--- src/rtl/sram_seq_pkg.sv ---
package sram_seq_pkg;
  typedef enum logic [2:0] {
    ST_IDLE,
    ST_SETUP,
    ST_STROBE,
    ST_HOLD,
    ST_RECOVER
  } seq_state_e;
endpackage

--- src/rtl/sram_seq_fsm.sv ---
module sram_seq_fsm
  import sram_seq_pkg::*;
#(
  parameter int ACC_CYC = 3,
  parameter int WR_CYC  = 2,
  parameter int REC_CYC = 2
) (
  input  logic       clk,
  input  logic       rst_n,
  input  logic       req_valid,
  input  logic       req_write,
  output logic       req_ready,
  output logic       accept,
  output logic       op_wr,
  output logic       cap_en,
  output seq_state_e st_d
);
  localparam int MAX_AW  = (ACC_CYC > WR_CYC) ? ACC_CYC : WR_CYC;
  localparam int MAX_CYC = (MAX_AW > REC_CYC) ? MAX_AW : REC_CYC;
  localparam int CNT_W   = $clog2(MAX_CYC + 1);

  seq_state_e        st_q;
  logic [CNT_W-1:0]  cnt_q, cnt_d;
  logic              cnt_zero;
  logic              op_wr_q;

  assign req_ready = (st_q == ST_IDLE);
  assign accept    = req_valid & req_ready;
  assign cnt_zero  = (cnt_q == '0);
  assign cap_en    = (st_q == ST_STROBE) & cnt_zero & ~op_wr_q;
  assign op_wr     = op_wr_q;

  always_comb begin
    st_d  = st_q;
    cnt_d = cnt_q;
    case (st_q)
      ST_IDLE:    if (accept) st_d = ST_SETUP;
      ST_SETUP: begin
        st_d  = ST_STROBE;
        cnt_d = op_wr_q ? CNT_W'(WR_CYC - 1) : CNT_W'(ACC_CYC - 1);
      end
      ST_STROBE: begin
        if (cnt_zero) st_d = ST_HOLD;
        else          cnt_d = cnt_q - 1'b1;
      end
      ST_HOLD: begin
        st_d  = ST_RECOVER;
        cnt_d = CNT_W'(REC_CYC - 1);
      end
      ST_RECOVER: begin
        if (cnt_zero) st_d = ST_IDLE;
        else          cnt_d = cnt_q - 1'b1;
      end
      default:    st_d = ST_IDLE;
    endcase
  end

  always_ff @(posedge clk or negedge rst_n) begin
    if (!rst_n) begin
      st_q  <= ST_IDLE;
      cnt_q <= '0;
    end else begin
      st_q  <= st_d;
      cnt_q <= cnt_d;
    end
  end

  always_ff @(posedge clk or negedge rst_n) begin
    if (!rst_n)      op_wr_q <= 1'b0;
    else if (accept) op_wr_q <= req_write;
  end


  busy_after_accept_chk: assert property (@(posedge clk) disable iff (!rst_n)
    accept |=> !req_ready);


  single_capture_chk: assert property (@(posedge clk) disable iff (!rst_n)
    cap_en |=> !cap_en);
endmodule

--- src/rtl/sram_seq_pins.sv ---
module sram_seq_pins
  import sram_seq_pkg::*;
#(
  parameter int ADDR_W = 17,
  parameter int BYTE_W = 8,
  parameter int LANES  = 2
) (
  input  logic                      clk,
  input  logic                      rst_n,
  input  logic                      accept,
  input  logic [ADDR_W-1:0]         req_addr,
  input  logic [BYTE_W*LANES-1:0]   req_wdata,
  input  logic [LANES-1:0]          req_mask,
  input  logic                      op_wr,
  input  seq_state_e                st_d,
  output logic [ADDR_W-1:0]         mem_addr,
  output logic [BYTE_W*LANES-1:0]   mem_dq_out,
  output logic                      mem_dq_oe,
  output logic                      mem_we_n,
  output logic                      mem_oe_n,
  output logic [LANES-1:0]          mem_ce_n,
  output logic [LANES-1:0]          op_mask
);
  localparam int DATA_W = BYTE_W * LANES;

  logic [ADDR_W-1:0] addr_q;
  logic [DATA_W-1:0] wdata_q;
  logic [LANES-1:0]  mask_q;
  logic              strobe_nxt, any_lane;
  logic              we_n_q, oe_n_q, dq_oe_q;
  logic [LANES-1:0]  ce_n_q;
  logic              any_strobe;

  assign strobe_nxt = (st_d == ST_STROBE);
  assign any_lane   = |mask_q;

  always_ff @(posedge clk or negedge rst_n) begin
    if (!rst_n) begin
      addr_q  <= '0;
      wdata_q <= '0;
      mask_q  <= '0;
    end else if (accept) begin
      addr_q  <= req_addr;
      wdata_q <= req_wdata;
      mask_q  <= req_mask;
    end
  end

  always_ff @(posedge clk or negedge rst_n) begin
    if (!rst_n) begin
      we_n_q  <= 1'b1;
      oe_n_q  <= 1'b1;
      dq_oe_q <= 1'b0;
    end else begin
      we_n_q  <= ~(strobe_nxt & op_wr & any_lane);
      oe_n_q  <= ~(strobe_nxt & ~op_wr & any_lane);
      dq_oe_q <= strobe_nxt & op_wr & any_lane;
    end
  end

  for (genvar i = 0; i < LANES; i++) begin : g_lane_ce
    always_ff @(posedge clk or negedge rst_n) begin
      if (!rst_n) ce_n_q[i] <= 1'b1;
      else        ce_n_q[i] <= ~(strobe_nxt & mask_q[i]);
    end
  end

  assign mem_addr   = addr_q;
  assign mem_dq_out = wdata_q;
  assign mem_dq_oe  = dq_oe_q;
  assign mem_we_n   = we_n_q;
  assign mem_oe_n   = oe_n_q;
  assign mem_ce_n   = ce_n_q;
  assign op_mask    = mask_q;
  assign any_strobe = ~we_n_q | ~oe_n_q | ~(&ce_n_q);


  oe_high_in_write_chk: assert property (@(posedge clk) disable iff (!rst_n)
    !mem_we_n |-> mem_oe_n);


  joint_release_chk: assert property (@(posedge clk) disable iff (!rst_n)
    $rose(mem_we_n) |-> (&mem_ce_n));


  driver_follows_we_chk: assert property (@(posedge clk) disable iff (!rst_n)
    mem_dq_oe == !mem_we_n);


  addr_hold_chk: assert property (@(posedge clk) disable iff (!rst_n)
    (any_strobe || $past(any_strobe)) |-> $stable(mem_addr));


  strobe_needs_ce_chk: assert property (@(posedge clk) disable iff (!rst_n)
    (!mem_we_n || !mem_oe_n) |-> !(&mem_ce_n));


  ce_matches_mask_chk: assert property (@(posedge clk) disable iff (!rst_n)
    !(&mem_ce_n) |-> (mem_ce_n == ~mask_q));
endmodule

--- src/rtl/sram_seq_rdcap.sv ---
module sram_seq_rdcap #(
  parameter int BYTE_W = 8,
  parameter int LANES  = 2
) (
  input  logic                    clk,
  input  logic                    rst_n,
  input  logic                    cap_en,
  input  logic [LANES-1:0]        op_mask,
  input  logic [BYTE_W*LANES-1:0] mem_dq_in,
  output logic                    rsp_valid,
  output logic [BYTE_W*LANES-1:0] rsp_rdata
);
  logic [BYTE_W*LANES-1:0] rdata_q;
  logic                    valid_q;

  always_ff @(posedge clk or negedge rst_n) begin
    if (!rst_n) valid_q <= 1'b0;
    else        valid_q <= cap_en;
  end

  for (genvar i = 0; i < LANES; i++) begin : g_lane_cap
    always_ff @(posedge clk or negedge rst_n) begin
      if (!rst_n)
        rdata_q[i*BYTE_W +: BYTE_W] <= '0;
      else if (cap_en)
        rdata_q[i*BYTE_W +: BYTE_W] <= op_mask[i] ? mem_dq_in[i*BYTE_W +: BYTE_W] : '0;
    end


    masked_lane_zero_chk: assert property (@(posedge clk) disable iff (!rst_n)
      (rsp_valid && !op_mask[i]) |-> (rsp_rdata[i*BYTE_W +: BYTE_W] == '0));
  end

  assign rsp_valid = valid_q;
  assign rsp_rdata = rdata_q;


  rsp_pulse_chk: assert property (@(posedge clk) disable iff (!rst_n)
    rsp_valid |=> !rsp_valid);
endmodule

--- src/rtl/sram_seq_ctrl.sv ---
module sram_seq_ctrl
  import sram_seq_pkg::*;
#(
  parameter int ADDR_W  = 17,
  parameter int BYTE_W  = 8,
  parameter int ACC_CYC = 3,
  parameter int WR_CYC  = 2,
  parameter int REC_CYC = 2
) (
  input  logic                  clk,
  input  logic                  rst_n,
  input  logic                  req_valid,
  output logic                  req_ready,
  input  logic                  req_write,
  input  logic [ADDR_W-1:0]     req_addr,
  input  logic [2*BYTE_W-1:0]   req_wdata,
  input  logic [1:0]            req_bmask,
  output logic                  rsp_valid,
  output logic [2*BYTE_W-1:0]   rsp_rdata,
  output logic [ADDR_W-1:0]     mem_addr,
  output logic [2*BYTE_W-1:0]   mem_dq_out,
  output logic                  mem_dq_oe,
  input  logic [2*BYTE_W-1:0]   mem_dq_in,
  output logic                  mem_we_n,
  output logic                  mem_oe_n,
  output logic                  mem_ceu_n,
  output logic                  mem_cel_n
);
  localparam int LANES   = 2;
  localparam int GAP_MIN = REC_CYC + 3;
  localparam int GAP_W   = $clog2(GAP_MIN + 1);

  logic       accept, op_wr, cap_en;
  seq_state_e st_d;
  logic [LANES-1:0] ce_n, op_mask;

  sram_seq_fsm #(
    .ACC_CYC(ACC_CYC), .WR_CYC(WR_CYC), .REC_CYC(REC_CYC)
  ) u_fsm (
    .clk(clk), .rst_n(rst_n), .req_valid(req_valid), .req_write(req_write),
    .req_ready(req_ready), .accept(accept), .op_wr(op_wr), .cap_en(cap_en),
    .st_d(st_d)
  );

  sram_seq_pins #(
    .ADDR_W(ADDR_W), .BYTE_W(BYTE_W), .LANES(LANES)
  ) u_pins (
    .clk(clk), .rst_n(rst_n), .accept(accept), .req_addr(req_addr),
    .req_wdata(req_wdata), .req_mask(req_bmask), .op_wr(op_wr), .st_d(st_d),
    .mem_addr(mem_addr), .mem_dq_out(mem_dq_out), .mem_dq_oe(mem_dq_oe),
    .mem_we_n(mem_we_n), .mem_oe_n(mem_oe_n), .mem_ce_n(ce_n),
    .op_mask(op_mask)
  );

  sram_seq_rdcap #(
    .BYTE_W(BYTE_W), .LANES(LANES)
  ) u_rdcap (
    .clk(clk), .rst_n(rst_n), .cap_en(cap_en), .op_mask(op_mask),
    .mem_dq_in(mem_dq_in), .rsp_valid(rsp_valid), .rsp_rdata(rsp_rdata)
  );

  assign mem_ceu_n = ce_n[1];
  assign mem_cel_n = ce_n[0];

  // Recovery-gap observer: counts cycles with every strobe high, saturating.
  logic             strobe_on, strobe_prev_q;
  logic [GAP_W-1:0] gap_q;

  assign strobe_on = ~mem_we_n | ~mem_oe_n | ~mem_ceu_n | ~mem_cel_n;

  always_ff @(posedge clk or negedge rst_n) begin
    if (!rst_n) begin
      gap_q         <= GAP_W'(GAP_MIN);
      strobe_prev_q <= 1'b0;
    end else begin
      strobe_prev_q <= strobe_on;
      if (strobe_on)                       gap_q <= '0;
      else if (gap_q != GAP_W'(GAP_MIN))   gap_q <= gap_q + 1'b1;
    end
  end


  recovery_gap_chk: assert property (@(posedge clk) disable iff (!rst_n)
    (strobe_on && !strobe_prev_q) |-> (gap_q >= GAP_W'(GAP_MIN)));


  busy_during_strobe_chk: assert property (@(posedge clk) disable iff (!rst_n)
    strobe_on |-> !req_ready);
endmodule

--- config.mk ---
export PLATFORM = sky130hd
export DESIGN_NAME = sram_seq_ctrl
export DESIGN_NICKNAME = d
export VERILOG_FILES = /design/src/rtl/sram_seq_pkg.sv /design/src/rtl/sram_seq_fsm.sv /design/src/rtl/sram_seq_pins.sv /design/src/rtl/sram_seq_rdcap.sv /design/src/rtl/sram_seq_ctrl.sv
export SDC_FILE = /design/constraint.sdc
export NUM_CORES = 1
export LEC_CHECK = 0
export BUFFER_PORTS_ARGS = -buffer_cell sky130_fd_sc_hd__buf_2
export CAP_MARGIN = 20
export CORE_ASPECT_RATIO = 0.7
export CORE_UTILIZATION = 51
export DETAILED_ROUTE_END_ITERATION = 6
export GPL_ROUTABILITY_DRIVEN = 0
export PLACE_DENSITY = 0.85
export RECOVER_POWER = 100
export SLEW_MARGIN = 10
export SYNTH_ARGS = -nofsm -noshare
export SYNTH_HDL_FRONTEND = slang
export SYNTH_SLANG_ARGS = --single-unit
--- constraint.sdc ---
create_clock -name clk -period 3.2 [get_ports clk]
set_input_delay 0.16 -clock clk [delete_from_list [all_inputs] [get_ports clk]]
set_output_delay 0.16 -clock clk [all_outputs]
set_load 0.01 [all_outputs]
-- Word level (Yosys, flattened, before mapping)
Cells that the tools add are included.
- bits in registers: 63
- bits of input ports: 55
- bits in latches: 0
- bits in read-only memories: 0
- output and inout bits: 56
- memories kept: 0
- RAM bits: 0
- word-level logic and storage cells: 50
- reduce and logical (&&, ||, !) cells: 6
- shift-type cells: 0
- $mul: 0
- add/subtract/negate cells: 1
- magnitude comparators: 0
- eq/ne operators: 6
- multiplexer cells: 9
- div/mod/pow operators: 0
- bitwise operators: 14
- operators with widths (operator ; number):
    $mux 8 ; 2
    $pmux 3 s5 ; 1
    $and 1x1->1 ; 9
    $eq 3x2->1 const B ; 3
    $mux 3 ; 3
    $pmux 2 s3 ; 1
    $not 1->1 ; 5
    $mux 2 ; 2
    $reduce_or 2->1 ; 2
    $eq 3x1->1 const B ; 1
    $eq 3x3->1 const B ; 1
    $logic_not 3->1 ; 1
    $reduce_bool 3->1 ; 1
    $logic_not 2->1 ; 1
    $ne 2x2->1 const B ; 1
    $reduce_and 2->1 ; 1
    $sub 2x1->2 const B ; 1

-- Longest topological paths before layout
Gate-level depths: netlist (run 1).
- word-level depth: 8
- gate-level depth with buffers: 6
- depth with buffers taken out: 5

-- Cells and area by module
From an unflattened synthesis (run 1), not the netlist that was laid out.
- cells, all modules: 200
- area, all modules: 2681.3 µm²
- by module, submodules not included (module ; times used ; seq. area each (µm²) ; cells each ; area each (µm²)):
    sram_seq_pins ; 1 ; 1006.0 ; 86 ; 1632.8
    sram_seq_rdcap ; 1 ; 425.4 ; 70 ; 673.1
    sram_seq_fsm ; 1 ; 150.1 ; 44 ; 375.4

-- Worst setup path after synthesis (run 1)
Ideal clock, no wire load.
- path kind: register to register
- from: register u_fsm.cnt_q[0]
- to: register u_rdcap.rdata_q[10], in the netlist u_rdcap.rsp_rdata[10]
- period minus slack after synthesis: 1.560 ns
- required time: 3.121 ns
- setup time: 0.079 ns
- path buffers: 2
- arrival: 1.481 ns
- slack: 1.640 ns
- stages on the path, launching flop included: 7
- cell sequence: dfrtp_1 > inv_1 > ha_1 > nor4b_1 > buf_4 > buf_6 > mux2i_1
- longest elaborated chain between the ends: 3
- RTL lines (what ; line ; source):
    start, declared ; sram_seq_fsm.sv:23 ; logic [CNT_W-1:0] cnt_q, cnt_d;
    start signal, assigned ; sram_seq_fsm.sv:64 ; cnt_q <= cnt_d;
    $logic_not 2->1 ; sram_seq_fsm.sv:29 ; assign cnt_zero = (cnt_q == '0);
    $and 1x1->1 (2 in series) ; sram_seq_fsm.sv:30 ; assign cap_en = (st_q == ST_STROBE) & cnt_zero & ~op_wr_q;
    via cap_en ; sram_seq_ctrl.sv:33 ; logic accept, op_wr, cap_en;
    end signal, assigned by index ; sram_seq_rdcap.sv:26 ; rdata_q[i*BYTE_W +: BYTE_W] <= op_mask[i] ? mem_dq_in[i*BYTE_W +: BYTE_W] : '0;
    end, declared ; sram_seq_rdcap.sv:13 ; logic [BYTE_W*LANES-1:0] rdata_q;
The timed path passes the listed nets, and every way through them passes these cells.
A chain may end at the register's enable or synchronous reset.

-- Worst setup path in the final report (run 1)
- from: register u_fsm.cnt_q[0]
- to: register u_rdcap.rdata_q[2], in the netlist u_rdcap.rsp_rdata[2]
- longest elaborated chain between the ends: 3
- RTL lines (what ; line):
    $logic_not 2->1 ; sram_seq_fsm.sv:29
    $and 1x1->1 (2 in series) ; sram_seq_fsm.sv:30
Every way passes these cells.

==> results of run 1 <==
==> stage by stage <==
| stage | instance area (um^2) | util (%) |
|---|---|---|
| 3_5_place_dp | 3230 | 66.4 |
| 6_report | 3390 | 69.7 |
| 3_3_place_gp | 3230 | 66.4 |
| 5_1_grt | 3390 | 69.7 |
| 4_1_cts | 3460 | 71.2 |
| 2_1_floorplan | 2620 | - |
==> layout by cell type (no fill, tap or decap), types with 2 or more instances in the layout <==
cell        netlist  routed
o211a_1           2       2
o211ai_1          2       2
nand2b_1          3       4
a21oi_1           2       3
buf_12            0       2
mux2_2           34      34
a211oi_1          2       2
dfrtp_1          59      59
mux2_1            2       2
inv_1            20      20
mux2i_1          16      16
clkinvlp_4        0       2
nor2_1            2       2
nand2_1          20      20
or3b_1            2       2
nor3_1            2       2
dfstp_2           4       4
bufinv_16         0       2
clkbuf_8          0      11
clkbuf_1          4      59
buf_2             1      53
==> registers in the layout (all words and copies together), names as in the netlist, 2 cells and up <==
signal and cells:
u_rdcap.rsp_rdata 16, u_pins.mem_addr 17, u_pins.op_mask 2, u_fsm.cnt_q 2
u_pins.mem_ce_n 2, u_fsm.st_q 3, u_pins.mem_dq_out 16
==> metal layers <==
| layer | global-route usage, % | up-vias | wire, um |
|---|---|---|---|
| met1 | 25.7 | 893 | 2400 |
| li1 | - | 891 | - |
| met5 | 0 | - | 0 |
| met2 | 32.8 | 84 | 2320 |
| met4 | 7.73 | 0 | 68 |
| met3 | 9.51 | 8 | 481 |
==> final timing paths <==
| check | from | to | slack, ns | cells past startpoint |
|---|---|---|---|---|
| max | u_fsm.cnt_q[0]$_DFFE_PN0P_ | u_rdcap.rsp_rdata[2]$_DFFE_PN0P_ | 0.80 | 5 |
| min | req_addr[11] | u_pins.mem_addr[11]$_DFFE_PN0P_ | 0.04 | 2 |
| max reg2reg | u_fsm.cnt_q[0]$_DFFE_PN0P_ | u_rdcap.rsp_rdata[2]$_DFFE_PN0P_ | 0.80 | 5 |
| min reg2reg | u_pins.mem_addr[11]$_DFFE_PN0P_ | u_pins.mem_addr[11]$_DFFE_PN0P_ | 0.49 | 1 |
| max in group asynchronous | rst_n | u_pins.mem_dq_out[6]$_DFFE_PN0P_ | 1.50 | 3 |
| min in group asynchronous | rst_n | u_fsm.op_wr$_DFFE_PN0P_ | 0.45 | 2 |
==> cell families (layout without fill, tap and decap cells) <==
logic type,after synthesis,after routing,share of synthesized area [%]
adders and majority gates,1,1,0.477
buffers and inverters,30,151,5.63
xor gates and xnor gates,1,1,0.334
AOI/OAI and AO/OA,14,14,4.15
and+or+nand+nor,35,35,7.58
DFF,63,63,60.3
muxes,52,52,21.6
==> cell type report <==
class	count	share of cell area, %
Clock buffer	11	4.47
Clock inverter	5	2.36
Inverter	20	2.22
Multi-Input combinational cell	103	25.9
Sequential cell	63	46.7
Tap cell	69	2.55
Timing Repair Buffer	115	15.8
==> critical path: stages (launching register included) <==
cell      delay, ns
dfrtp_1        0.39
inv_1          0.12
ha_1           0.32
nor4b_1        0.28
clkbuf_1       0.91
mux2i_1        0.30
==> where the power goes <==
part	leakage [uW]	internal (uW)	switching [uW]
Clock	0.000112	479	303
Sequential	0.000744	1210	301
Combinational	0.000700	642	683
==> results.json, run 1 <==
{
  "route.detailed.drc": 0,
  "synth_largest_type_area_fraction_pct": 56.3,
  "number_of_setup_buffers_added_after_cts": 0,
  "n_antenna_cell": 0,
  "mappedNetlistNets": 252,
  "root_buffer": "clkbuf_8",
  "clock.fmax_mhz": 416,
  "cell_total_after_placement": 368,
  "layout-area-overhead-vs-synth_pct": 29.1,
  "initialDrtViolationCount": 68,
  "wl_per_cell_um": 13.6,
  "synth-warning-count": 0,
  "tritoncts": "yes",
  "nFillCells": 396,
  "layout.area.seq_um2": 1580,
  "finalClockSkew_ns": 0.00780,
  "power.ir.vdd_worst_mv": 0.591,
  "slew_headroom_pct": 21.5,
  "endpoint_kind": "register",
  "maximum_fanout_count_along_the_critical_path": 17,
  "drtPass1Iterations": 4,
  "cts-resized-gates": 0,
  "synth_enable_flop_cells": 0,
  "cts.path.max_buffers": 2,
  "rsz_0062_raised_after_global_routing": "no",
  "detailedPlacementHpwl_um": 3720,
  "synth_async_sr_flop_share_pct": 100,
  "first_pass_grt_wire_length_um": 8140,
  "final.min_clock_period_ns": 2.40,
  "ys_dominant_reg_cell": "dfrtp_1",
  "clock_sinks": 63,
  "wl_um": 5270,
  "final-max-slew-violation-count": 0,
  "post-synth-top-count-cell": "dfrtp_1",
  "post_synthesis_instance_total": 196,
  "cp_data_arrival_time_ns": 2.65,
  "worst-setup-path-type": "reg -> reg",
  "power.density_cell_area_nw_per_um2": 1070,
  "number_of_global_route_vias_before_repair": 1744,
  "max_cap_violations": 0,
  "postSynthAreaPerCell_um2": 13.4,
  "fin_nets": 368,
  "setup_violations": 0,
  "finalWorstSetupSlack_ns": 0.798,
  "timing.final.crit_share_pct": 75.1,
  "chipWidth_um": 87.7,
  "io_buffers": 110,
  "holdCritPathClass": "in -> reg",
  "grt_antenna_before_repair": 0,
  "synthDistinctLibCells": 32,
  "clkSlewWorstSetupHoldPaths_ns": 0.07,
  "detailroute.via_count": 1876,
  "critical_path_required_ns": 3.44,
  "synth-seq-cells": 63,
  "worst_skew_pair.late_latency_ns": 0.34,
  "cts_hold_repair.buffers": 0,
  "start_util_pct": 54.0,
  "hold_viol_final": 0,
  "ys_top_cells_by_area": "dfrtp_1 56%, mux2_2 15%, mux2i_1 6.1%",
  "fin_hold_ws_ns": 0.0433,
  "proportion_of_synthesized_chip_area_in_sequential_cells_pct": 60.3,
  "tns_ns": 0,
  "die_height_um": 62.0,
  "route.detailed.vias_per_inst": 4.86,
  "share_of_cells_above_drive_strength_1_pct": 35.6,
  "power.static_leakage_uw": 0.00156,
  "synthTopCellsByCount": "59 x dfrtp_1, 34 x mux2_2, 20 x inv_1, 20 x nand2_1, 16 x mux2i_1",
  "global_route.overflow_total": 0,
  "core.rowCount": 21,
  "place_ws_ns": 1.13,
  "synth.cell_area_um2": 2620,
  "crit_path_start_kind": "register",
  "antenna_left": 0,
  "status": "finished, final reports clean",
  "design.die.area_um2": 5440,
  "worstMarginPinSlew_ns": 1.18,
  "report.power.total_uw": 3620,
  "finalNonFillerCells": 386,
  "multi_input_comb_area_um2": 877,
  "numCtsBuffers": 9,
  "globalRouteTotalUtil_pct": 20.8,
  "yosysTopAreaCell": "dfrtp_1",
  "grt_max_degree": 48,
  "h-tree-depth": 3,
  "design.core.area_um2": 4860,
  "top_level_ports": 111
}
Note: power is estimated with default switching activity, not from simulation.
==> run 2: changes to the inputs <==
--- a/config.mk
+++ b/config.mk
@@ -5,13 +5,14 @@
 export SDC_FILE = /design/constraint.sdc
 export NUM_CORES = 1
 export LEC_CHECK = 0
+export ABC_AREA = 1
 export BUFFER_PORTS_ARGS = -buffer_cell sky130_fd_sc_hd__buf_2
 export CAP_MARGIN = 20
 export CORE_ASPECT_RATIO = 0.7
-export CORE_UTILIZATION = 51
+export CORE_UTILIZATION = 42
 export DETAILED_ROUTE_END_ITERATION = 6
 export GPL_ROUTABILITY_DRIVEN = 0
-export PLACE_DENSITY = 0.85
+export PLACE_DENSITY = 0.75
 export RECOVER_POWER = 100
 export SLEW_MARGIN = 10
 export SYNTH_ARGS = -nofsm -noshare
==> constraint.sdc (replaced) <==
create_clock -name clk -period 2.01 [get_ports clk]
set_input_delay 0.1005 -clock clk [delete_from_list [all_inputs] [get_ports clk]]
set_output_delay 0.1005 -clock clk [all_outputs]
set_load 0.01 [all_outputs]
==> run 2 against run 1 <==
Against the previous run: critical endpoint is now u_rdcap.rsp_rdata[11]$_DFFE_PN0P_; sequential power is 51% higher; clock power is 21% higher; clock skew is 0.0031 ns higher; sequential share of layout area is 2.8 points lower; clock-buffer cell count is 2 higher; die area is 18% higher; critical path depth is 1 higher; synthesized cell count is 41% higher; largest power group unchanged; via count is 23% higher; power is 43% higher; largest cell class unchanged.
==> results.json, run 2 <==
{
  "ys_top_cells_by_area": "dfrtp_1 58%, o21ai_1 10%, nand2_1 9.8%",
  "critical_path_required_ns": 2.28,
  "synth.cell_area_um2": 2560,
  "timing.final.crit_share_pct": 82.4,
  "die_height_um": 67.3,
  "route.detailed.vias_per_inst": 4.59,
  "worst-setup-path-type": "reg -> reg",
  "start_util_pct": 44.2,
  "cts_hold_repair.buffers": 34,
  "design.core.area_um2": 5780,
  "slew_headroom_pct": 43.1,
  "post-synth-top-count-cell": "nand2_1",
  "n_antenna_cell": 0,
  "final_common_cell": "nand2_1",
  "drtPass1Iterations": 4,
  "ys_dominant_reg_cell": "dfrtp_1",
  "cts-resized-gates": 0,
  "core.rowCount": 23,
  "endpoint_kind": "register",
  "number_of_global_route_vias_before_repair": 2273,
  "worst_skew_pair.late_latency_ns": 0.33,
  "number_of_setup_buffers_added_after_cts": 0,
  "final-max-slew-violation-count": 0,
  "max_cap_violations": 0,
  "io_buffers": 110,
  "layout-area-overhead-vs-synth_pct": 41.0,
  "grt_antenna_before_repair": 0,
  "proportion_of_synthesized_chip_area_in_sequential_cells_pct": 61.8,
  "nFillCells": 520,
  "chain_of_cells_forming_the_critical_path": "inv_1, ha_1, nand4_1, nor2_4, nand3_1, nand2_1",
  "multi_input_comb_area_um2": 718,
  "most-common-layout-cells": "67 x nand2_1, 59 x dfrtp_1, 58 x clkbuf_1",
  "cp_top_family": "simple AND/OR/NAND/NOR gates",
  "postSynthAreaPerCell_um2": 9.27,
  "yosysTopAreaCell": "dfrtp_1",
  "clock.fmax_mhz": 604,
  "layout.area.seq_um2": 1580,
  "power.ir.vdd_worst_mv": 0.565,
  "final.min_clock_period_ns": 1.66,
  "h-tree-depth": 3,
  "global_route.overflow_total": 0,
  "antenna_left": 0,
  "root_buffer": "clkbuf_8",
  "maximum_fanout_count_along_the_critical_path": 17,
  "numCtsBuffers": 9,
  "detailroute.via_count": 2308,
  "slowest_stage": "nor2_4",
  "route.detailed.drc": 0,
  "synth_largest_type_area_fraction_pct": 57.7,
  "design.die.area_um2": 6410,
  "hold_viol_final": 0,
  "chipWidth_um": 95.3,
  "wl_um": 6000,
  "tritoncts": "yes",
  "synth_enable_flop_cells": 0,
  "post_synthesis_instance_total": 276,
  "clock_sinks": 63,
  "power.static_leakage_uw": 0.00187,
  "setup_violations": 0,
  "top_level_ports": 111,
  "cp_data_arrival_time_ns": 1.93,
  "finalNonFillerCells": 503,
  "share_of_cells_above_drive_strength_1_pct": 19.2,
  "crit_path_start_kind": "register",
  "synthDistinctLibCells": 22,
  "status": "finished, final reports clean",
  "critical-path-max-stage-delay_ns": 0.43,
  "first_pass_grt_wire_length_um": 9680,
  "tns_ns": 0,
  "fin_hold_ws_ns": 0.0136,
  "grt_max_degree": 48,
  "power.density_cell_area_nw_per_um2": 1440,
  "clkSlewWorstSetupHoldPaths_ns": 0.07,
  "largest_reg_flops": 17,
  "synth-warning-count": 0,
  "groute.layer.met1.usage_pct": 23.9,
  "synth-seq-cells": 63,
  "rsz_0062_raised_after_global_routing": "no",
  "initialDrtViolationCount": 99,
  "grt_util_met2_pct": 33.3,
  "use_met3_pct": 7.32,
  "critical_path.n_buffers_inverters": 1,
  "globalRouteTotalUtil_pct": 20.0,
  "synthTopCellsByCount": "67 x nand2_1, 59 x dfrtp_1, 52 x o21ai_1",
  "cts.path.max_buffers": 2,
  "finalClockSkew_ns": 0.0109,
  "mappedNetlistNets": 332,
  "worstMarginPinSlew_ns": 0.853,
  "holdCritPathClass": "in -> reg",
  "detailedPlacementHpwl_um": 4050,
  "grt.busiest_layer": "met2",
  "fin_nets": 479,
  "cell_total_after_placement": 453,
  "wl_per_cell_um": 11.9,
  "synth_async_sr_flop_share_pct": 100
}
run 2: cell types whose count changed in the layout (fill, tap and decap cells not counted), moves of 16 or more:
cell	delta
dlygate4sd3_1	+33
o21ai_0	+34
o21ai_1	+19
nand2_1	+47
inv_1	+23
mux2i_1	-16
mux2_2	-34
nand3_1	+22
run 2: path summary, 6_finish.rpt:
check                      cells past startpoint                           endpoint  slack (ns)                            start
max in group asynchronous                      3         u_fsm.cnt_q[0]$_DFFE_PN0P_        0.97                            rst_n
hold reg to reg                                2    u_pins.mem_addr[11]$_DFFE_PN0P_        0.48  u_pins.mem_addr[11]$_DFFE_PN0P_
min in group asynchronous                      3  u_pins.mem_dq_out[12]$_DFFE_PN0P_        0.31                            rst_n
setup / recovery                               6  u_rdcap.rsp_rdata[11]$_DFFE_PN0P_        0.35       u_fsm.cnt_q[0]$_DFFE_PN0P_
setup reg to reg                               6  u_rdcap.rsp_rdata[11]$_DFFE_PN0P_        0.35       u_fsm.cnt_q[0]$_DFFE_PN0P_
hold / removal                                 3     u_pins.mem_addr[6]$_DFFE_PN0P_        0.01                      req_addr[6]
run 2: metrics by stage:
| step | util (%) | instance area, um^2 | total power [uW] | setup WS, ns |
|---|---|---|---|---|
| after CTS | 64.0 | 3700 | 5480 | 0.457 |
| after global placement | 55.1 | 3190 | 4360 | 0.563 |
| after floorplan | - | 2560 | 3570 | 0.707 |
| after detailed placement | 55.1 | 3190 | 4460 | 0.478 |
| after global routing | 62.4 | 3610 | 5660 | 0.194 |
| final | 62.4 | 3610 | 5190 | 0.354 |
run 2: logic make-up after synthesis:
family / Yosys count / share of synthesized area (%)
flip-flops: 63 / 61.8
AO/OA/AOI/OAI: 54 / 10.6
AND/OR/NAND/NOR: 100 / 18.0
adder cells (fa/ha/maj): 1 / 0.489
buffers and inverters: 58 / 9.10
run 2: metal layers:
metal,share of wire [%],wire [um],up-vias
met1,44,2630,1065
met5,0,0,-
li1,-,-,1157
met3,6.0,362,8
met2,49,2940,78
met4,1.3,76,0
run 2: area by class of cell:
cell class / count / share of cell area, %
Sequential cell: 63 / 43.8
Timing Repair Buffer: 149 / 24.1
Clock inverter: 3 / 0.486
Tap cell: 75 / 2.60
Clock buffer: 13 / 4.41
Inverter: 45 / 4.68
Multi-Input combinational cell: 155 / 19.9
run 2: report_power, final:
group / leakage, uW / internal (uW) / switching (uW)
registers: 0.000778 / 1880 / 400
clock network: 0.0000894 / 511 / 437
logic: 0.00101 / 711 / 1250
run 2: worst min-delay path, cell delays in order:
cell,delay [ns]
buf_2,0.09
inv_1,0.04
o21ai_1,0.06
